File: config.mk
export PLATFORM = sky130hd
export DESIGN_NAME = flash_cmd_decoder
export DESIGN_NICKNAME = d
export VERILOG_FILES = /design/src/rtl/fcd_pkg.sv /design/src/rtl/fcd_write_qual.sv /design/src/rtl/fcd_sect_map.sv /design/src/rtl/fcd_id_rom.sv /design/src/rtl/fcd_seq_fsm.sv /design/src/rtl/flash_cmd_decoder.sv
export SDC_FILE = /design/constraint.sdc
export NUM_CORES = 1
export LEC_CHECK = 0
export BUFFER_PORTS_ARGS = -buffer_cell sky130_fd_sc_hd__buf_2
export CORE_ASPECT_RATIO = 1.25
export CORE_MARGIN = 2
export CORE_UTILIZATION = 51
export DETAILED_ROUTE_END_ITERATION = 12
export PLACE_DENSITY = 0.79
export SETUP_SLACK_MARGIN = 0.3
export SLEW_MARGIN = 10
export SYNTH_ARGS = -nofsm -noshare
export SYNTH_HDL_FRONTEND = slang
export SYNTH_SLANG_ARGS = --single-unit
File: constraint.sdc
create_clock -name clk -period 3.35 [get_ports clk]
set_clock_uncertainty 0.2 [all_clocks]
set_input_delay 0.67 -clock clk [delete_from_list [all_inputs] [get_ports clk]]
set_output_delay 0.67 -clock clk [all_outputs]
set_load 0.01 [all_outputs]
File: src/rtl/fcd_pkg.sv
// Package: shared encodings and the unlock-address compare for the command decoder.
// Assumes address bit 0 is the least significant bit of the bus address.
package fcd_pkg;

    typedef enum logic [3:0] {
        EV_NONE         = 4'd0,
        EV_PROGRAM      = 4'd1,
        EV_CHIP_ERASE   = 4'd2,
        EV_SECTOR_ERASE = 4'd3,
        EV_AUTOSEL      = 4'd4,
        EV_CFI          = 4'd5,
        EV_RESET        = 4'd6,
        EV_SUSPEND      = 4'd7,
        EV_RESUME       = 4'd8
    } fcd_evt_e;

    typedef enum logic [1:0] {
        RM_ARRAY   = 2'd0,
        RM_AUTOSEL = 2'd1,
        RM_CFI     = 2'd2,
        RM_STATUS  = 2'd3
    } fcd_rmode_e;

    typedef enum logic [2:0] {
        SQ_IDLE, SQ_UNL1, SQ_UNL2, SQ_PROG, SQ_ESET, SQ_EUNL1, SQ_EUNL2
    } fcd_seq_e;

    localparam logic [7:0] CODE_KEY1    = 8'hAA;
    localparam logic [7:0] CODE_KEY2    = 8'h55;
    localparam logic [7:0] CODE_PROG    = 8'hA0;
    localparam logic [7:0] CODE_IDENT   = 8'h90;
    localparam logic [7:0] CODE_ESETUP  = 8'h80;
    localparam logic [7:0] CODE_CHIP    = 8'h10;
    localparam logic [7:0] CODE_SECT    = 8'h30;
    localparam logic [7:0] CODE_QUERY   = 8'h98;
    localparam logic [7:0] CODE_RESET   = 8'hF0;
    localparam logic [7:0] CODE_SUSPEND = 8'hB0;

    localparam logic [10:0] W_KEY1_ADR  = 11'h555;
    localparam logic [10:0] W_KEY2_ADR  = 11'h2AA;
    localparam logic [10:0] W_QUERY_ADR = 11'h055;
    localparam logic [11:0] B_KEY1_ADR  = 12'hAAA;
    localparam logic [11:0] B_KEY2_ADR  = 12'h555;
    localparam logic [11:0] B_QUERY_ADR = 12'h0AA;

    // Compare the low address bits against the word or byte magic value.
    function automatic logic adr_hit(input logic [11:0] a, input logic bm,
                                     input logic [10:0] wv, input logic [11:0] bv);
        return bm ? (a == bv) : (a[10:0] == wv);
    endfunction

endpackage

File: src/rtl/fcd_write_qual.sv
// Module: brings the asynchronous strobes into the clock domain and forms
// one write pulse per qualified bus write.
// Assumes: address is stable while the write is valid and data stays stable
// for at least three clocks after the write ends.
module fcd_write_qual #(
    parameter int ADDR_W = 20,
    parameter int DATA_W = 16,
    parameter int SYNC_N = 2
) (
    input  logic              clk,
    input  logic              rst_n,
    input  logic              ce_n,
    input  logic              we_n,
    input  logic              oe_n,
    input  logic [ADDR_W-1:0] addr,
    input  logic [DATA_W-1:0] wdata,
    output logic              wr_stb,
    output logic [ADDR_W-1:0] wr_addr,
    output logic [DATA_W-1:0] wr_data
);

    logic [2:0] sync_q [SYNC_N];
    logic       act_q;
    logic       act_now;

    // Synchronizer chain for {ce_n, we_n, oe_n}; idle is all high.
    generate
        for (genvar i = 0; i < SYNC_N; i++) begin : g_sync
            always_ff @(posedge clk) begin
                if (!rst_n)
                    sync_q[i] <= 3'b111;
                else if (i == 0)
                    sync_q[i] <= {ce_n, we_n, oe_n};
                else
                    sync_q[i] <= sync_q[(i > 0) ? i-1 : 0];
            end
        end
    endgenerate

    // A write is valid with chip and write enable low and output enable high.
    assign act_now = !sync_q[SYNC_N-1][2] && !sync_q[SYNC_N-1][1] && sync_q[SYNC_N-1][0];

    // Edge tracking, address capture at start and data capture at end.
    always_ff @(posedge clk) begin
        if (!rst_n) begin
            act_q   <= 1'b0;
            wr_stb  <= 1'b0;
            wr_addr <= '0;
            wr_data <= '0;
        end else begin
            act_q  <= act_now;
            wr_stb <= act_q && !act_now;
            if (act_now && !act_q)
                wr_addr <= addr;
            if (act_q && !act_now)
                wr_data <= wdata;
        end
    end

    AST_STB_SPACED: assert property (@(posedge clk) disable iff (!rst_n)
        wr_stb |=> !wr_stb);

endmodule

File: src/rtl/fcd_sect_map.sv
// Module: picks the sector index from the top address bits.
// Assumes equal-size sectors and that word mode ignores the top byte-address bit.
module fcd_sect_map #(
    parameter int SECT_W = 4
) (
    input  logic              byte_mode,
    input  logic [SECT_W:0]   top_bits,
    output logic [SECT_W-1:0] sect
);

    // Byte mode: sector is the top SECT_W bits; word mode: one bit lower.
    always_comb begin
        sect = byte_mode ? top_bits[SECT_W:1] : top_bits[SECT_W-1:0];
    end

endmodule

File: src/rtl/fcd_id_rom.sv
// Module: identification word for the current address in identification mode.
// Assumes offsets sit in the low address bits and the sector index comes from outside.
module fcd_id_rom #(
    parameter int          DATA_W   = 16,
    parameter int          NUM_SECT = 16,
    parameter int          SECT_W   = 4,
    parameter logic [15:0] DEV_ID   = 16'h22EA
) (
    input  logic                enable,
    input  logic                byte_mode,
    input  logic [8:0]          addr_lo,
    input  logic [SECT_W-1:0]   sect,
    input  logic [NUM_SECT-1:0] sect_prot,
    output logic [DATA_W-1:0]   id_data
);

    logic [7:0] offset;

    // Offset decode, then the identification word or zero.
    always_comb begin
        offset  = byte_mode ? addr_lo[8:1] : addr_lo[7:0];
        id_data = '0;
        if (enable) begin
            case (offset)
                8'd0:    id_data = DATA_W'(16'h00C2);
                8'd1:    id_data = byte_mode ? DATA_W'(DEV_ID[7:0]) : DATA_W'(DEV_ID);
                8'd2:    id_data = DATA_W'(sect_prot[sect]);
                default: id_data = '0;
            endcase
        end
    end

endmodule

File: src/rtl/fcd_seq_fsm.sv
// Module: follows unlock and command cycles, issues command events and holds
// the read mode. Assumes one write pulse at most every other clock.
module fcd_seq_fsm #(
    parameter int ADDR_W = 20,
    parameter int DATA_W = 16
) (
    input  logic              clk,
    input  logic              rst_n,
    input  logic              byte_mode,
    input  logic              op_busy,
    input  logic              op_fail,
    input  logic              wr_stb,
    input  logic [ADDR_W-1:0] wr_addr,
    input  logic [DATA_W-1:0] wr_data,
    output logic              evt_valid,
    output logic [3:0]        evt_cmd,
    output logic [ADDR_W-1:0] evt_addr,
    output logic [DATA_W-1:0] evt_data,
    output logic [1:0]        mode
);
    import fcd_pkg::*;

    fcd_seq_e   seq_q, seq_d;
    fcd_rmode_e mode_q, mode_d;
    fcd_evt_e   ev_d;
    logic       blocked;
    logic [7:0] code;
    logic       hit_k1, hit_k2, hit_q;

    assign blocked = op_busy && !op_fail;
    assign code    = wr_data[7:0];
    assign hit_k1  = adr_hit(wr_addr[11:0], byte_mode, W_KEY1_ADR, B_KEY1_ADR);
    assign hit_k2  = adr_hit(wr_addr[11:0], byte_mode, W_KEY2_ADR, B_KEY2_ADR);
    assign hit_q   = adr_hit(wr_addr[11:0], byte_mode, W_QUERY_ADR, B_QUERY_ADR);

    // Next-state decode of one write against the expected sequence step.
    always_comb begin
        seq_d  = seq_q;
        mode_d = mode_q;
        ev_d   = EV_NONE;
        if (wr_stb) begin
            if (blocked) begin
                if (code == CODE_SUSPEND) ev_d = EV_SUSPEND;
            end else if (code == CODE_RESET && seq_q != SQ_PROG) begin
                ev_d   = EV_RESET;
                seq_d  = SQ_IDLE;
                mode_d = RM_ARRAY;
            end else begin
                seq_d = SQ_IDLE;
                case (seq_q)
                    SQ_IDLE: begin
                        if (code == CODE_KEY1 && hit_k1)
                            seq_d = SQ_UNL1;
                        else if (code == CODE_QUERY && hit_q) begin
                            ev_d   = EV_CFI;
                            mode_d = RM_CFI;
                        end else if (code == CODE_SUSPEND)
                            ev_d = EV_SUSPEND;
                        else if (code == CODE_SECT)
                            ev_d = EV_RESUME;
                    end
                    SQ_UNL1: begin
                        if (code == CODE_KEY2 && hit_k2) seq_d = SQ_UNL2;
                        else mode_d = RM_ARRAY;
                    end
                    SQ_UNL2: begin
                        if (hit_k1 && code == CODE_PROG)
                            seq_d = SQ_PROG;
                        else if (hit_k1 && code == CODE_ESETUP)
                            seq_d = SQ_ESET;
                        else if (hit_k1 && code == CODE_IDENT) begin
                            ev_d   = EV_AUTOSEL;
                            mode_d = RM_AUTOSEL;
                        end else
                            mode_d = RM_ARRAY;
                    end
                    SQ_PROG: begin
                        ev_d   = EV_PROGRAM;
                        mode_d = RM_ARRAY;
                    end
                    SQ_ESET: begin
                        if (code == CODE_KEY1 && hit_k1) seq_d = SQ_EUNL1;
                        else mode_d = RM_ARRAY;
                    end
                    SQ_EUNL1: begin
                        if (code == CODE_KEY2 && hit_k2) seq_d = SQ_EUNL2;
                        else mode_d = RM_ARRAY;
                    end
                    SQ_EUNL2: begin
                        mode_d = RM_ARRAY;
                        if (code == CODE_CHIP && hit_k1) ev_d = EV_CHIP_ERASE;
                        else if (code == CODE_SECT)      ev_d = EV_SECTOR_ERASE;
                    end
                    default: mode_d = RM_ARRAY;
                endcase
            end
        end
    end

    // State, mode and event registers.
    always_ff @(posedge clk) begin
        if (!rst_n) begin
            seq_q     <= SQ_IDLE;
            mode_q    <= RM_ARRAY;
            evt_valid <= 1'b0;
            evt_cmd   <= EV_NONE;
            evt_addr  <= '0;
            evt_data  <= '0;
        end else begin
            seq_q     <= seq_d;
            mode_q    <= mode_d;
            evt_valid <= (ev_d != EV_NONE);
            evt_cmd   <= ev_d;
            if (ev_d != EV_NONE) begin
                evt_addr <= wr_addr;
                evt_data <= wr_data;
            end
        end
    end

    assign mode = mode_q;

    AST_EVT_FROM_WRITE: assert property (@(posedge clk) disable iff (!rst_n)
        evt_valid |-> $past(wr_stb));
    AST_BLOCKED_ONLY_SUSPEND: assert property (@(posedge clk) disable iff (!rst_n)
        (wr_stb && blocked) |=> (!evt_valid || evt_cmd == EV_SUSPEND));
    AST_RESET_TO_ARRAY: assert property (@(posedge clk) disable iff (!rst_n)
        (evt_valid && evt_cmd == EV_RESET) |-> (mode_q == RM_ARRAY && seq_q == SQ_IDLE));
    AST_AUTOSEL_MODE: assert property (@(posedge clk) disable iff (!rst_n)
        (evt_valid && evt_cmd == EV_AUTOSEL) |-> mode_q == RM_AUTOSEL);
    AST_EVT_PULSE: assert property (@(posedge clk) disable iff (!rst_n)
        evt_valid |=> !evt_valid);

endmodule

File: src/rtl/flash_cmd_decoder.sv
// Module: top of the flash command decoder. Qualifies bus writes, follows
// command sequences, and presents events, read mode and identification data.
// Assumes ADDR_W >= 12 and NUM_SECT a power of two covering the top address bits.
module flash_cmd_decoder #(
    parameter int          ADDR_W   = 20,
    parameter int          DATA_W   = 16,
    parameter int          NUM_SECT = 16,
    parameter logic [15:0] DEV_ID   = 16'h22EA,
    localparam int         SECT_W   = $clog2(NUM_SECT)
) (
    input  logic                clk,
    input  logic                rst_n,
    input  logic                ce_n,
    input  logic                we_n,
    input  logic                oe_n,
    input  logic                byte_mode,
    input  logic [ADDR_W-1:0]   addr,
    input  logic [DATA_W-1:0]   wdata,
    input  logic                op_busy,
    input  logic                op_fail,
    input  logic [NUM_SECT-1:0] sect_prot,
    output logic                evt_valid,
    output logic [3:0]          evt_cmd,
    output logic [ADDR_W-1:0]   evt_addr,
    output logic [DATA_W-1:0]   evt_data,
    output logic [SECT_W-1:0]   evt_sector,
    output logic [1:0]          read_mode,
    output logic [DATA_W-1:0]   id_data
);
    import fcd_pkg::*;

    logic              wr_stb;
    logic [ADDR_W-1:0] wr_addr;
    logic [DATA_W-1:0] wr_data;
    logic [1:0]        mode_q;
    logic [SECT_W-1:0] rd_sect;

    fcd_write_qual #(.ADDR_W(ADDR_W), .DATA_W(DATA_W), .SYNC_N(2)) u_qual (
        .clk(clk), .rst_n(rst_n), .ce_n(ce_n), .we_n(we_n), .oe_n(oe_n),
        .addr(addr), .wdata(wdata),
        .wr_stb(wr_stb), .wr_addr(wr_addr), .wr_data(wr_data));

    fcd_seq_fsm #(.ADDR_W(ADDR_W), .DATA_W(DATA_W)) u_fsm (
        .clk(clk), .rst_n(rst_n), .byte_mode(byte_mode),
        .op_busy(op_busy), .op_fail(op_fail),
        .wr_stb(wr_stb), .wr_addr(wr_addr), .wr_data(wr_data),
        .evt_valid(evt_valid), .evt_cmd(evt_cmd), .evt_addr(evt_addr),
        .evt_data(evt_data), .mode(mode_q));

    fcd_sect_map #(.SECT_W(SECT_W)) u_evt_sect (
        .byte_mode(byte_mode), .top_bits(evt_addr[ADDR_W-1 -: SECT_W+1]),
        .sect(evt_sector));

    fcd_sect_map #(.SECT_W(SECT_W)) u_rd_sect (
        .byte_mode(byte_mode), .top_bits(addr[ADDR_W-1 -: SECT_W+1]),
        .sect(rd_sect));

    fcd_id_rom #(.DATA_W(DATA_W), .NUM_SECT(NUM_SECT), .SECT_W(SECT_W), .DEV_ID(DEV_ID)) u_id (
        .enable(mode_q == RM_AUTOSEL), .byte_mode(byte_mode), .addr_lo(addr[8:0]),
        .sect(rd_sect), .sect_prot(sect_prot), .id_data(id_data));

    // Status overrides the command mode while an operation is busy or failed.
    always_comb begin
        read_mode = (op_busy || op_fail) ? RM_STATUS : mode_q;
    end

    AST_STATUS_MODE: assert property (@(posedge clk) disable iff (!rst_n)
        (op_busy || op_fail) |-> read_mode == RM_STATUS);

endmodule

### Word level (Yosys, flattened, before mapping)

Memories as Yosys holds them, arrays and structs flattened.
Cells that the tools add are included.

| operators by class | value |
|---|---|
| eq/ne operators | 32 |
| bitwise logic cells | 3 |
| order comparisons | 1 |
| reduce and logical (&&, ||, !) cells | 25 |
| muxes and demuxes | 47 |

Operators with widths:

| cell | count |
|---|---|
| $eq A8 B8 Y1 const B | 7 |
| $mux W4 | 12 |
| $pmux W16 S3 | 1 |
| $mux W3 | 9 |
| $mux W2 | 10 |
| $ne A3 B2 Y1 const B | 6 |
| $mux W16 | 1 |
| $pmux W4 S4 | 1 |
| $pmux W3 S5 | 1 |
| $mux W14 | 1 |
| $logic_and A1 B1 Y1 | 13 |
| $eq A12 B11 Y1 const B | 1 |
| $eq A12 B12 Y1 const B | 1 |
| $eq A12 B8 Y1 const B | 1 |
| $eq A11 B10 Y1 const B | 1 |
| $eq A11 B11 Y1 const B | 1 |
| $eq A11 B7 Y1 const B | 1 |
| $eq A3 B3 Y1 const B | 3 |
| $eq A8 B1 Y1 const B | 1 |
| $eq A8 B2 Y1 const B | 1 |
| $eq A8 B5 Y1 const B | 1 |
| $eq A8 B6 Y1 const B | 1 |
| $eq A8 B7 Y1 const B | 1 |
| $logic_not A8 Y1 | 1 |
| other kinds (18) | 31 |

| storage, ports and cells | value |
|---|---|
| memories | 1 |
| bits in registers | 84 |
| input bits | 60 |
| bits in writable memories | 6 |

Memory list:

| memory | words | bits a word | read ports | clocked after memory_dff | write ports | RTL line | source |
|---|---|---|---|---|---|---|---|
| u_qual.sync_q | 2 | 3 | 2 | 0 | 2 | fcd_write_qual.sv:22 | `logic [2:0] sync_q [SYNC_N];` |

### Depth between registers and ports, before layout

Gate-level depths: netlist (run 1).

| logic depth | value |
|---|---|
| depth after elaboration | 11 |
| gate-level depth with buffers | 10 |
| depth with buffers taken out | 7 |

### By module

From an unflattened synthesis (run 1), not the netlist that was laid out.

| second synthesis, totals | value |
|---|---|
| cells, all modules | 493 |
| area, all modules | 4396.7 µm² |

By module, submodules not included:

| module | seq. area each (µm²) | cells each | times used | area an instance (µm²) |
|---|---|---|---|---|
| fcd_seq_fsm | 920.9 | 264 | 1 | 2282.2 |
| fcd_write_qual | 880.8 | 178 | 1 | 1684.1 |
| fcd_id_rom | 0.0 | 40 | 1 | 321.6 |
| fcd_sect_map | 0.0 | 4 | 2 | 45.0 |
| flash_cmd_decoder | 0.0 | 3 | 1 | 18.8 |

### Worst setup path after synthesis (run 1)

No wires, ideal clock.

| timing | value |
|---|---|
| path kind | input-to-output |
| start | input byte_mode |
| end | output id_data[0] |
| stages | 7 |
| path buffers | 2 |
| data arrival time | 2338 ps |
| setup slack | 142 ps |
| cell sequence | buf_2 > buf_1 > mux2i_1 > mux4_2 > nor2b_1 > a211oi_1 > a211oi_1 |

| between the ends | value |
|---|---|
| word-level cells in the longest chain between the ends | 5 |
| elaborated cells between the ends (all ways) | 9 |
| classes of those cells | eq/ne: 2; mux: 6; reduce/logical: 1 |

RTL lines:

| what | RTL line | source |
|---|---|---|
| start, declared | flash_cmd_decoder.sv:16 | `input logic byte_mode,` |
| $mux W4 | fcd_sect_map.sv:13 | `sect = byte_mode ? top_bits[SECT_W:1] : top_bits[SECT_W-1:0];` |
| $bmux W1 S4 | fcd_id_rom.sv:27 | `8'd2: id_data = DATA_W'(sect_prot[sect]);` |
| $mux W1 (implied by the code) | fcd_id_rom.sv:27 |  |
| $pmux W16 S3 * | fcd_id_rom.sv:24 | `case (offset)` |
| $mux W16 * | fcd_id_rom.sv:23 | `if (enable) begin` |
| end, declared | flash_cmd_decoder.sv:28 | `output logic [DATA_W-1:0] id_data` |

Mark *: on every way between the ends. The rest lies on a longest branch, timed or not. The select of a mux whose other input is x is not followed.

### Worst setup path after layout (run 1)

Ends and elaborated chain as after synthesis.

==> impl_results.md, run 1 <==
- Synth Flop Type: dfxtp_1
- Clk slew on worst S/H paths: 0.08 ns
- Max Buffers Root-to-Sink: 2
- Final Hold Violating Endpoints: 0
- Largest net degree at the start of global routing: 81
- Pins over their slew limit: 0
- Final Power: 1.96 mW
- Total GRT Usage: 23.0%
- Clock share of power: 38.1%
- Outcome: completed
- Sequential cell area fraction in the yosys report: 43.9%
- Number of vias per cell: 5.42
- F_max: 326 MHz
- Slew @ Worst Pin: 0.759 ns
- Total negative slack: 0 ns
- RePlAce Congestion: 0.897
- Post-route ant nets: 0
- Global-route wire length before repair: 16500 um
- Int Pwr: 1.49 mW
- First-pass DRT Iterations: 4
- Count of cell types in the netlist: 50
- Critical path required time: 2.48 ns
- Post-Syn Instances: 491
- Worst Path Class, Setup: input pin to primary output
- Flops & latches, synth: 90
- MaxCap Viol Count: 0
- DR vias: 3759
- Die H: 104 um
- Post-route clock period utilization: 91.5%
- Net switching power: 0.475 mW
- Fin nets: 654
- # IOs: 123
- GR Overflow Total: 0
- Pwr per Cell Area: 393 nW/um^2
- Num CTS Buffers: 9
- Critical path fanouts, max: 3
- Design area: 4990 um^2
- IO Port Bufs: 114
- # hold bufs at CTS: 0
- Pre-CTS WS: 0.0960 ns
- Root buffer cell: clkbuf_8
- Minimum clock period: 3.06 ns
- Placed cell area: 4680 um^2
- CP Capture Type: primary output
- Global routing met2 resource utilization: 41.6%
- Vias in the first global route: 3660
- Area growth, synth to finish: 21.6%
- Post-synth EDFFs: 0
- Met3 usage: 4.37%
- Synth Cell Area: 4110 um^2
- Asr flop ratio synth: 0%
- Core Rows: 36
- M1 GR Usage: 25.5%
- Min-delay worst type: flip-flop to flip-flop
- Busiest layer in global routing: met2
- Final setup fails: 0
- RSZ-0062 raised after global routing: true
- Yosys warns: 0
- Avg WL per Cell: 14.7 um
- Die Wd: 84.3 um
- Sink Count: 90
- LEAKAGE: 2.20 nW
- Post-layout util: 64.1%
- Max_slew headroom: 49.4%
- Switching share of total power: 24.2%
- DRC Markers: 0
- Htree depth: 3
- Initial DRC count: 219
- Post-DP HPWL: 7300 um
- Initial antenna violation count: 0
- CTS tree: built
- Routed wire length: 10200 um
- CP Launch Type: input pin
- Reg power frac: 54.9%
- Clk_lat worst skew: 0.37 ns
- Avg Cell Area, Syn: 8.37 um^2
- VDD IR max: 0.263 mV
- # diodes: 0
- Final worst slack: 0.286 ns
- Combinational power share: 7.0%
- Core area: 7790 um^2
- Die ar.: 8790 um^2
- CP arrival: 2.19 ns
- Layout cells sized above 1: 27.7%
- Starting Density: 52.7%
layout by cell type, fill, tap and decap left out, types with 2 or more instances in the layout:
cell,synthesis,layout
mux2_2,4,4
o31ai_1,2,2
nand2_1,158,158
mux2i_1,43,41
nand4b_1,2,2
nor4_1,4,3
a21oi_1,47,46
nand4_1,4,4
or4_1,3,3
a211oi_2,0,2
o21ai_0,5,4
inv_1,4,4
mux4_2,4,4
nor2b_1,4,3
clkinv_4,0,2
buf_4,12,8
clkinvlp_4,0,3
conb_1,1,8
and2_1,3,3
buf_2,3,113
nand4bb_1,4,4
buf_12,0,3
and4bb_2,2,2
nor3_1,5,4
nor2_1,21,21
clkbuf_8,0,9
nand2b_1,9,9
inv_2,2,2
dfxtp_1,90,90
nand3_1,2,2
or3_1,4,4
and4_1,2,2
synthesized netlist by cell type (all sizes together), types with 3 or more instances:
cell       n  area (um^2)
a211oi     3         22.5
a21oi     47          235
and2       3         18.8
buf       20          154
clkbuf    20         75.1
dfxtp     90         1800
inv        6         22.5
mux2       4         45.0
mux2i     43          430
mux4       4         90.1
nand2    158          593
nand2b     9         56.3
nand4      4         25.0
nand4bb    4         45.0
nor2      21         78.8
nor2b      4         25.0
nor3       5         25.0
nor4       4         25.0
o21ai      5         25.0
or3        4         25.0
or4        4         33.8
cells by family (layout without fill, tap and decap cells):
| kind of cell | after synthesis | count (layout) | share of synthesized area [%] |
|---|---|---|---|
| AOI/OAI and AO/OA | 68 | 68 | 9.90 |
| buffers and inverters | 46 | 147 | 6.12 |
| DFF | 90 | 90 | 43.9 |
| muxes | 51 | 51 | 13.8 |
| other | 1 | 8 | 0.0913 |
| and+or+nand+nor | 235 | 235 | 26.3 |
final timing paths:
path | startpoint | end | slack, ns | cells past startpoint
worst min register to register | u_qual.sync_q[0][0] | u_qual.sync_q[1][0] | 0.21 | 1
worst max-delay path | byte_mode | id_data[0] | 0.29 | 7
worst max register to register | u_qual.wr_addr[5] | u_fsm.evt_data[10] | 0.52 | 9
worst min-delay path | u_qual.sync_q[0][0] | u_qual.sync_q[1][0] | 0.21 | 1
area by class of cell:
class	count	area, um^2
flip-flops and latches	90	1800
clock inverters	7	78.8
well taps	95	119
repair buffers	125	697
fillers	681	2800
clock buffers	9	124
inverters	6	22.5
multi-input cells	362	2150
registers in the layout, summed over array words and instances, names as in the netlist, 2 cells and up:
register	cells
u_fsm.evt_cmd	4
u_fsm.evt_addr	20
u_qual.sync_q	6
u_qual.wr_addr	20
u_fsm.evt_data	16
u_qual.wr_data	16
u_fsm.mode	2
u_fsm.seq_q	3
per-stage QoR:
step / hold slack (ns) / cells
finish: 0.214 / 694
global route: 0.235 / 694
CTS: 0.219 / 692
detailed placement: 0.195 / 676
global placement: 0.199 / 676
floorplan: 0.186 / 498
power by group through the flow:
stage / Sequential (mW) / Combinational [mW] / Clock (mW)
6_report: 1.08 / 0.138 / 0.747
3_5_place_dp: 1.10 / 0.120 / 0
5_1_grt: 1.08 / 0.149 / 0.804
4_1_cts: 1.08 / 0.124 / 0.760
2_1_floorplan: 1.10 / 0.0731 / 0
3_3_place_gp: 1.10 / 0.117 / 0
repair_timing:
| item | in CTS | in global routing |
|---|---|---|
| pin swaps | 1 | 2 |
| resized for setup | 6 | 11 |
| hold endpoints to repair | 0 | 0 |
| buffers inserted | 0 | 2 |
| setup endpoints to repair | 3 | 11 |
critical path: stages:
cell and delay [ns]:
buf_12 0.09, mux2i_4 0.24, buf_4 0.14, mux4_2 0.51
a211oi_2 0.28, a211oi_2 0.08, buf_2 0.17
layer usage:
layer	vias to the layer above	wire, um
met4	0	331
met3	27	503
li1	1850	-
met1	1761	4010
met5	-	0
met2	121	5360
(Power assumes the default switching activity.)
==> inputs of run 2 (changes only) <==
- CORE_UTILIZATION: 51 -> 55
- PLACE_DENSITY: 0.79 -> 0.84
- clock period: 3.35 -> 3.63 ns (I/O delays scaled with it)
==> run 2 against run 1 <==
Effect of this change: sequential power down 8%; clock power shrank 4.6%; non-clock buffer count fell by 5; largest cell class unchanged; critical endpoint unchanged.
==> impl_results.md, run 2 (synthesis gave the netlist of run 1 again) <==
- Core area: 7310 um^2 (-6.1%)
- Sink Count: 90 (unchanged)
- Number of vias per cell: 5.38 (-0.74%)
- Max Buffers Root-to-Sink: 2 (unchanged)
- Post-DP HPWL: 7110 um (-2.6%)
- Worst Path Class, Setup: input pin to primary output
- Largest net degree at the start of global routing: 81 (unchanged)
- Avg WL per Cell: 14.4 um (-2.3%)
- MaxCap Viol Count: 0 (unchanged)
- Area growth, synth to finish: 18.7%
- Post-CTS setup buffer count: 0 (unchanged)
- Post-route clock period utilization: 88.6%
- CP Launch Type: input pin
- Num CTS Buffers: 9 (unchanged)
- RSZ-0062 raised after global routing: false
- Pre-CTS WS: 0.293 ns (+0.197 ns)
- IO Port Bufs: 114 (unchanged)
- Post-CTS sizing: 2 (-4)
- Core Rows: 35 (-2.8%)
- LEAKAGE: 2.15 nW (-2.0%)
- GR Overflow Total: 0 (unchanged)
- Clk slew on worst S/H paths: 0.08 ns (about the same)
- Cell count after placement: 670 (-0.89%)
- Starting Density: 56.2% (+3.5 points)
- Critical path fanouts, max: 12 (+9)
- CP Capture Type: primary output
- CP arrival: 2.29 ns (+0.10 ns)
- CP max-delay cell: mux4_2
- Cell Chain, Critical Path: buf_6, mux2i_4, buf_4, mux4_2, a211oi_2, a211oi_1, buf_2
- Final worst slack: 0.415 ns (+0.129 ns)
- Fin nets: 649 (-0.76%)
- Clk_lat worst skew: 0.36 ns (about the same)
- VDD IR max: 0.324 mV (+23%)
- Die H: 101 um (-3.6%)
- F_max: 311 MHz
- Biggest regs: u_fsm.evt_addr x20, u_qual.wr_addr x20
- Routed wire length: 9850 um (-3.5%)
- Most common cell after layout, fill and taps aside: nand2_1
- Most frequent cells in the layout: nand2_1 (158), buf_2 (113), dfxtp_1 (90)
- Root buffer cell: clkbuf_8
- Global-route wire length before repair: 15200 um (-7.8%)
- DRC Markers: 0 (unchanged)
- Initial antenna violation count: 0 (unchanged)
- Total GRT Usage: 24.0% (+0.96 points)
- Critical path required time: 2.70 ns (+0.22 ns)
- CTS tree: built
- # hold bufs at CTS: 0 (unchanged)
- Final setup fails: 0 (unchanged)
- Final Hold Violating Endpoints: 0 (unchanged)
- Pins over their slew limit: 0 (unchanged)
- # IOs: 123 (unchanged)
- Pwr per Cell Area: 374 nW/um^2 (-4.9%)
- Vias in the first global route: 3289 (-10%)
- Outcome: completed
- Initial DRC count: 153 (-30%)
- Minimum clock period: 3.22 ns
- Slew @ Worst Pin: 0.811 ns (+0.0525 ns)
- Slowest cell delay on critical path: 0.52 ns (about the same)
- Min-delay worst type: flip-flop to flip-flop
- Layout cells sized above 1: 26.3% (-1.5 points)
- # diodes: 0 (unchanged)
- Total negative slack: 0 ns (unchanged)
- Htree depth: 3 (unchanged)
- First-pass DRT Iterations: 4 (unchanged)
- Post-layout util: 66.7% (+2.6 points)
- Cell Count, Final, Fillers Out: 686 (-1.2%)
- Post-route ant nets: 0 (unchanged)
- Hold WS: 0.216 ns (+0.00234 ns)
- Max_slew headroom: 45.8% (-3.6 points)
- Die Wd: 81.3 um (-3.5%)
- Die ar.: 8180 um^2 (-7.0%)
- RePlAce Congestion: 0.873 (-2.8%)
- DR vias: 3688 (-1.9%)
-- run 2: cell count changes in the layout (fill, tap and decap cells not counted), moves of 2 or more --
cell / delta
buf_12: -3
buf_4: -2
clkinv_4: -2
inv_6: +2
-- run 2: final cells by class --
cell class,instances,area [um^2]
clock buffers,10,138
clock inverters,6,71.3
fillers,608,2440
inverters,6,22.5
multi-input cells,362,2110
flip-flops and latches,90,1800
well taps,92,115
repair buffers,120,622
-- run 2: worst paths after layout --
kind / from / endpoint / slack (ns) / depth (start not counted)
worst max-delay path: byte_mode / id_data[0] / 0.41 / 7
worst min-delay path: u_qual.sync_q[0][0] / u_qual.sync_q[1][0] / 0.22 / 1
worst max register to register: u_fsm.seq_q[1] / u_fsm.evt_addr[15] / 0.93 / 8
worst min register to register: u_qual.sync_q[0][0] / u_qual.sync_q[1][0] / 0.22 / 1
-- run 2: per-stage QoR --
| stage | area [um^2] | total power [mW] |
|---|---|---|
| floorplan | 4130 | 1.08 |
| global placement | 4640 | 1.12 |
| detailed placement | 4640 | 1.13 |
| CTS | 4860 | 1.83 |
| global route | 4880 | 1.88 |
| finish | 4880 | 1.82 |
-- run 2: layer usage --
| metal | vias up | part of all wire (%) | track usage [%] |
|---|---|---|---|
| li1 | 1845 | - | - |
| met3 | 23 | 5.3 | 5.65 |
| met4 | 0 | 2.3 | 9.00 |
| met2 | 111 | 52 | 42.1 |
| met1 | 1709 | 40 | 27.9 |
| met5 | - | 0 | 0 |
-- run 2: critical path, delay by kind of cell --
| kind | cells | cell delay, ns |
|---|---|---|
| buf+inv | 3 | 0.45 |
| compound gates | 2 | 0.33 |
| mux | 2 | 0.77 |
-- run 2: where the power goes --
part,leakage [nW],internal (mW),switching (mW)
registers,0.726,0.992,0.00296
logic,1.33,0.0509,0.0648
clock network,0.0999,0.344,0.369
==> inputs of run 3 (changes only) <==
- CORE_ASPECT_RATIO: 1.25 -> 0.5
- CORE_UTILIZATION: 55 -> 51
- PLACE_DENSITY: 0.84 -> 0.79
- clock period: 3.63 -> 3.4 ns (I/O delays scaled with it)
==> run 3 against run 2 <==
Effect of this change: count of clock-buffer cells in the layout increased by 2; non-clock buffer count increased by 2; largest power group is now the clock network; die area increased by 8.0%.
==> impl_results.md, run 3 (synthesis gave the netlist of run 1 again) <==
- Htree depth: 3 (unchanged)
- Root buffer cell: clkbuf_16
- Final worst slack: 0.337 ns (-0.0780 ns)
- Die ar.: 8830 um^2 (+8.0%)
- # diodes: 0 (unchanged)
- Fill cell count: 675 (+11%)
- Post-DP HPWL: 6740 um (-5.3%)
- Total GRT Usage: 22.7% (-1.3 points)
- CP arrival: 2.18 ns (-0.11 ns)
- Core area: 7910 um^2 (+8.2%)
- Post-route clock period utilization: 90.1%
- Die H: 67.5 um (-33%)
- Slew @ Worst Pin: 0.808 ns (-0.00283 ns)
- Final Hold Violating Endpoints: 0 (unchanged)
- Global-route wire length before repair: 15400 um (+1.1%)
- Avg WL per Cell: 13.8 um (-3.9%)
- Core Rows: 23 (-34%)
- Initial antenna violation count: 0 (unchanged)
- RSZ-0062 raised after global routing: true
- Clk_lat worst skew: 0.34 ns (-0.02 ns)
- CP Capture Type: primary output
- Critical path fanouts, max: 3 (-9)
- Hold depth: 1 (unchanged)
- R2R setup slack: 0.64 ns (-0.29 ns)
- # IOs: 123 (unchanged)
- F_max: 326 MHz
- LEAKAGE: 2.23 nW (+3.7%)
- Worst r2r path cells: 8 (unchanged)
- Cell Chain, Critical Path: buf_2, mux2i_4, mux4_2, nor2b_1, a211oi_1, a211oi_1, buf_2
- CTS tree: built
- DRC Markers: 0 (unchanged)
- CP max-delay cell: mux4_2
- DR vias: 3679 (-0.24%)
- Sink Count: 90 (unchanged)
- RePlAce Congestion: 0.928 (+6.3%)
- Routed wire length: 9770 um (-0.77%)
- Storage cell area: 1800 um^2 (unchanged)
- Layout cells sized above 1: 26.3% (+0.080 points)
- Min-delay worst type: flip-flop to flip-flop
- Starting Density: 51.9% (-4.3 points)
- Total negative slack: 0 ns (unchanged)
- Outcome: completed
- # hold bufs at CTS: 0 (unchanged)
- Largest net degree at the start of global routing: 81 (unchanged)
- GR Overflow Total: 0 (unchanged)
- Area of the multi-input gates: 2120 um^2 (+0.48%)
- First-pass DRT Iterations: 5 (+1)
- Hold-critical path endpoint: u_qual.sync_q[1][0]
- Area growth, synth to finish: 23.2%
- Most common cell after layout, fill and taps aside: nand2_1
- Worst r2r src: u_qual.wr_addr[7]
- Slowest cell delay on critical path: 0.52 ns (about the same)
- Die Wd: 131 um (+61%)
- IO Port Bufs: 114 (unchanged)
- Reg2Reg Capture Point: u_fsm.evt_addr[3]
- Clk slew on worst S/H paths: 0.06 ns (-0.02 ns)
- Minimum clock period: 3.06 ns
- Initial DRC count: 304 (+99%)
- Num CTS Buffers: 9 (unchanged)
- Pwr per Cell Area: 450 nW/um^2 (+20%)
- Number of vias per cell: 5.20 (-3.3%)
- Fin nets: 651 (+0.31%)
- Pins over their slew limit: 0 (unchanged)
- Biggest regs: u_fsm.evt_addr x20, u_qual.wr_addr x20
- Worst Path Class, Setup: input pin to primary output
- Max Buffers Root-to-Sink: 2 (unchanged)
- Hold Path Origin: u_qual.sync_q[0][0]
- Most frequent cells in the layout: nand2_1 (158), buf_2 (114), dfxtp_1 (90)
- Pre-CTS WS: 0.209 ns (-0.0844 ns)
- Max_slew headroom: 46.1% (+0.27 points)
- Post-route ant nets: 0 (unchanged)
- Final setup fails: 0 (unchanged)
- Vias in the first global route: 3245 (-1.3%)
- CP Launch Type: input pin
- VDD IR max: 0.266 mV (-18%)
- Critical path required time: 2.52 ns (-0.18 ns)
- MaxCap Viol Count: 0 (unchanged)
run 3: area by class of cell:
class	count	share of cell area (%)
multi-input combinational	362	41.8
sequential	90	35.6
timing repair buffer	122	12.9
clock buffer	12	5.07
tap	112	2.77
clock inverter	4	1.46
inverter	6	0.445
run 3: routing by layer:
metal | wire (um) | global-route usage [%] | vias up | part of all wire (%)
li1 | - | - | 1849 | -
met1 | 4460 | 29.4 | 1690 | 46
met2 | 4590 | 37.3 | 129 | 47
met3 | 600 | 5.47 | 11 | 6.1
met4 | 117 | 8.64 | 0 | 1.2
met5 | 0 | 0 | - | 0
run 3: worst max-delay path by stage:
| stage | slack [ns] | end | start |
|---|---|---|---|
| 2_1_floorplan | 0.34 | id_data[0] | byte_mode |
| 3_3_place_gp | 0.31 | id_data[0] | byte_mode |
| 3_5_place_dp | 0.21 | id_data[0] | byte_mode |
| 4_1_cts | 0.32 | id_data[0] | byte_mode |
| 5_1_grt | 0.26 | id_data[0] | byte_mode |
| 6_report | 0.34 | id_data[0] | byte_mode |
run 3: report_power, final:
group / total [mW] / leakage [nW] / switching [mW] / internal (mW)
Sequential: 1.06 / 0.726 / 0.00317 / 1.06
Clock: 1.09 / 0.163 / 0.404 / 0.684
Combinational: 0.125 / 1.34 / 0.0678 / 0.0573
run 3: worst max-delay path, delay by kind of cell:
family | cells | cell delay, ns
multiplexers | 2 | 0.79
buffers and inverters | 2 | 0.29
AND/OR/NAND/NOR | 1 | 0.14
AO/OA/AOI/OAI | 2 | 0.27
run 3: through the flow:
step | total power, mW | std cells | instance area [um^2] | hold WS [ns] | util [%]
finish | 2.28 | 708 | 5060 | 0.208 | 64.0
global route | 2.34 | 708 | 5060 | 0.231 | 64.0
CTS | 2.29 | 707 | 5030 | 0.211 | 63.6
detailed placement | 1.21 | 691 | 4690 | 0.196 | 59.3
global placement | 1.20 | 691 | 4690 | 0.193 | 59.3
floorplan | 1.16 | 498 | 4140 | 0.186 | -
run 3: timing repair:
item,CTS,global route
buffers inserted,0,1
setup endpoints to repair,1,3
endpoints found under the hold margin,0,0
resized for setup,2,4
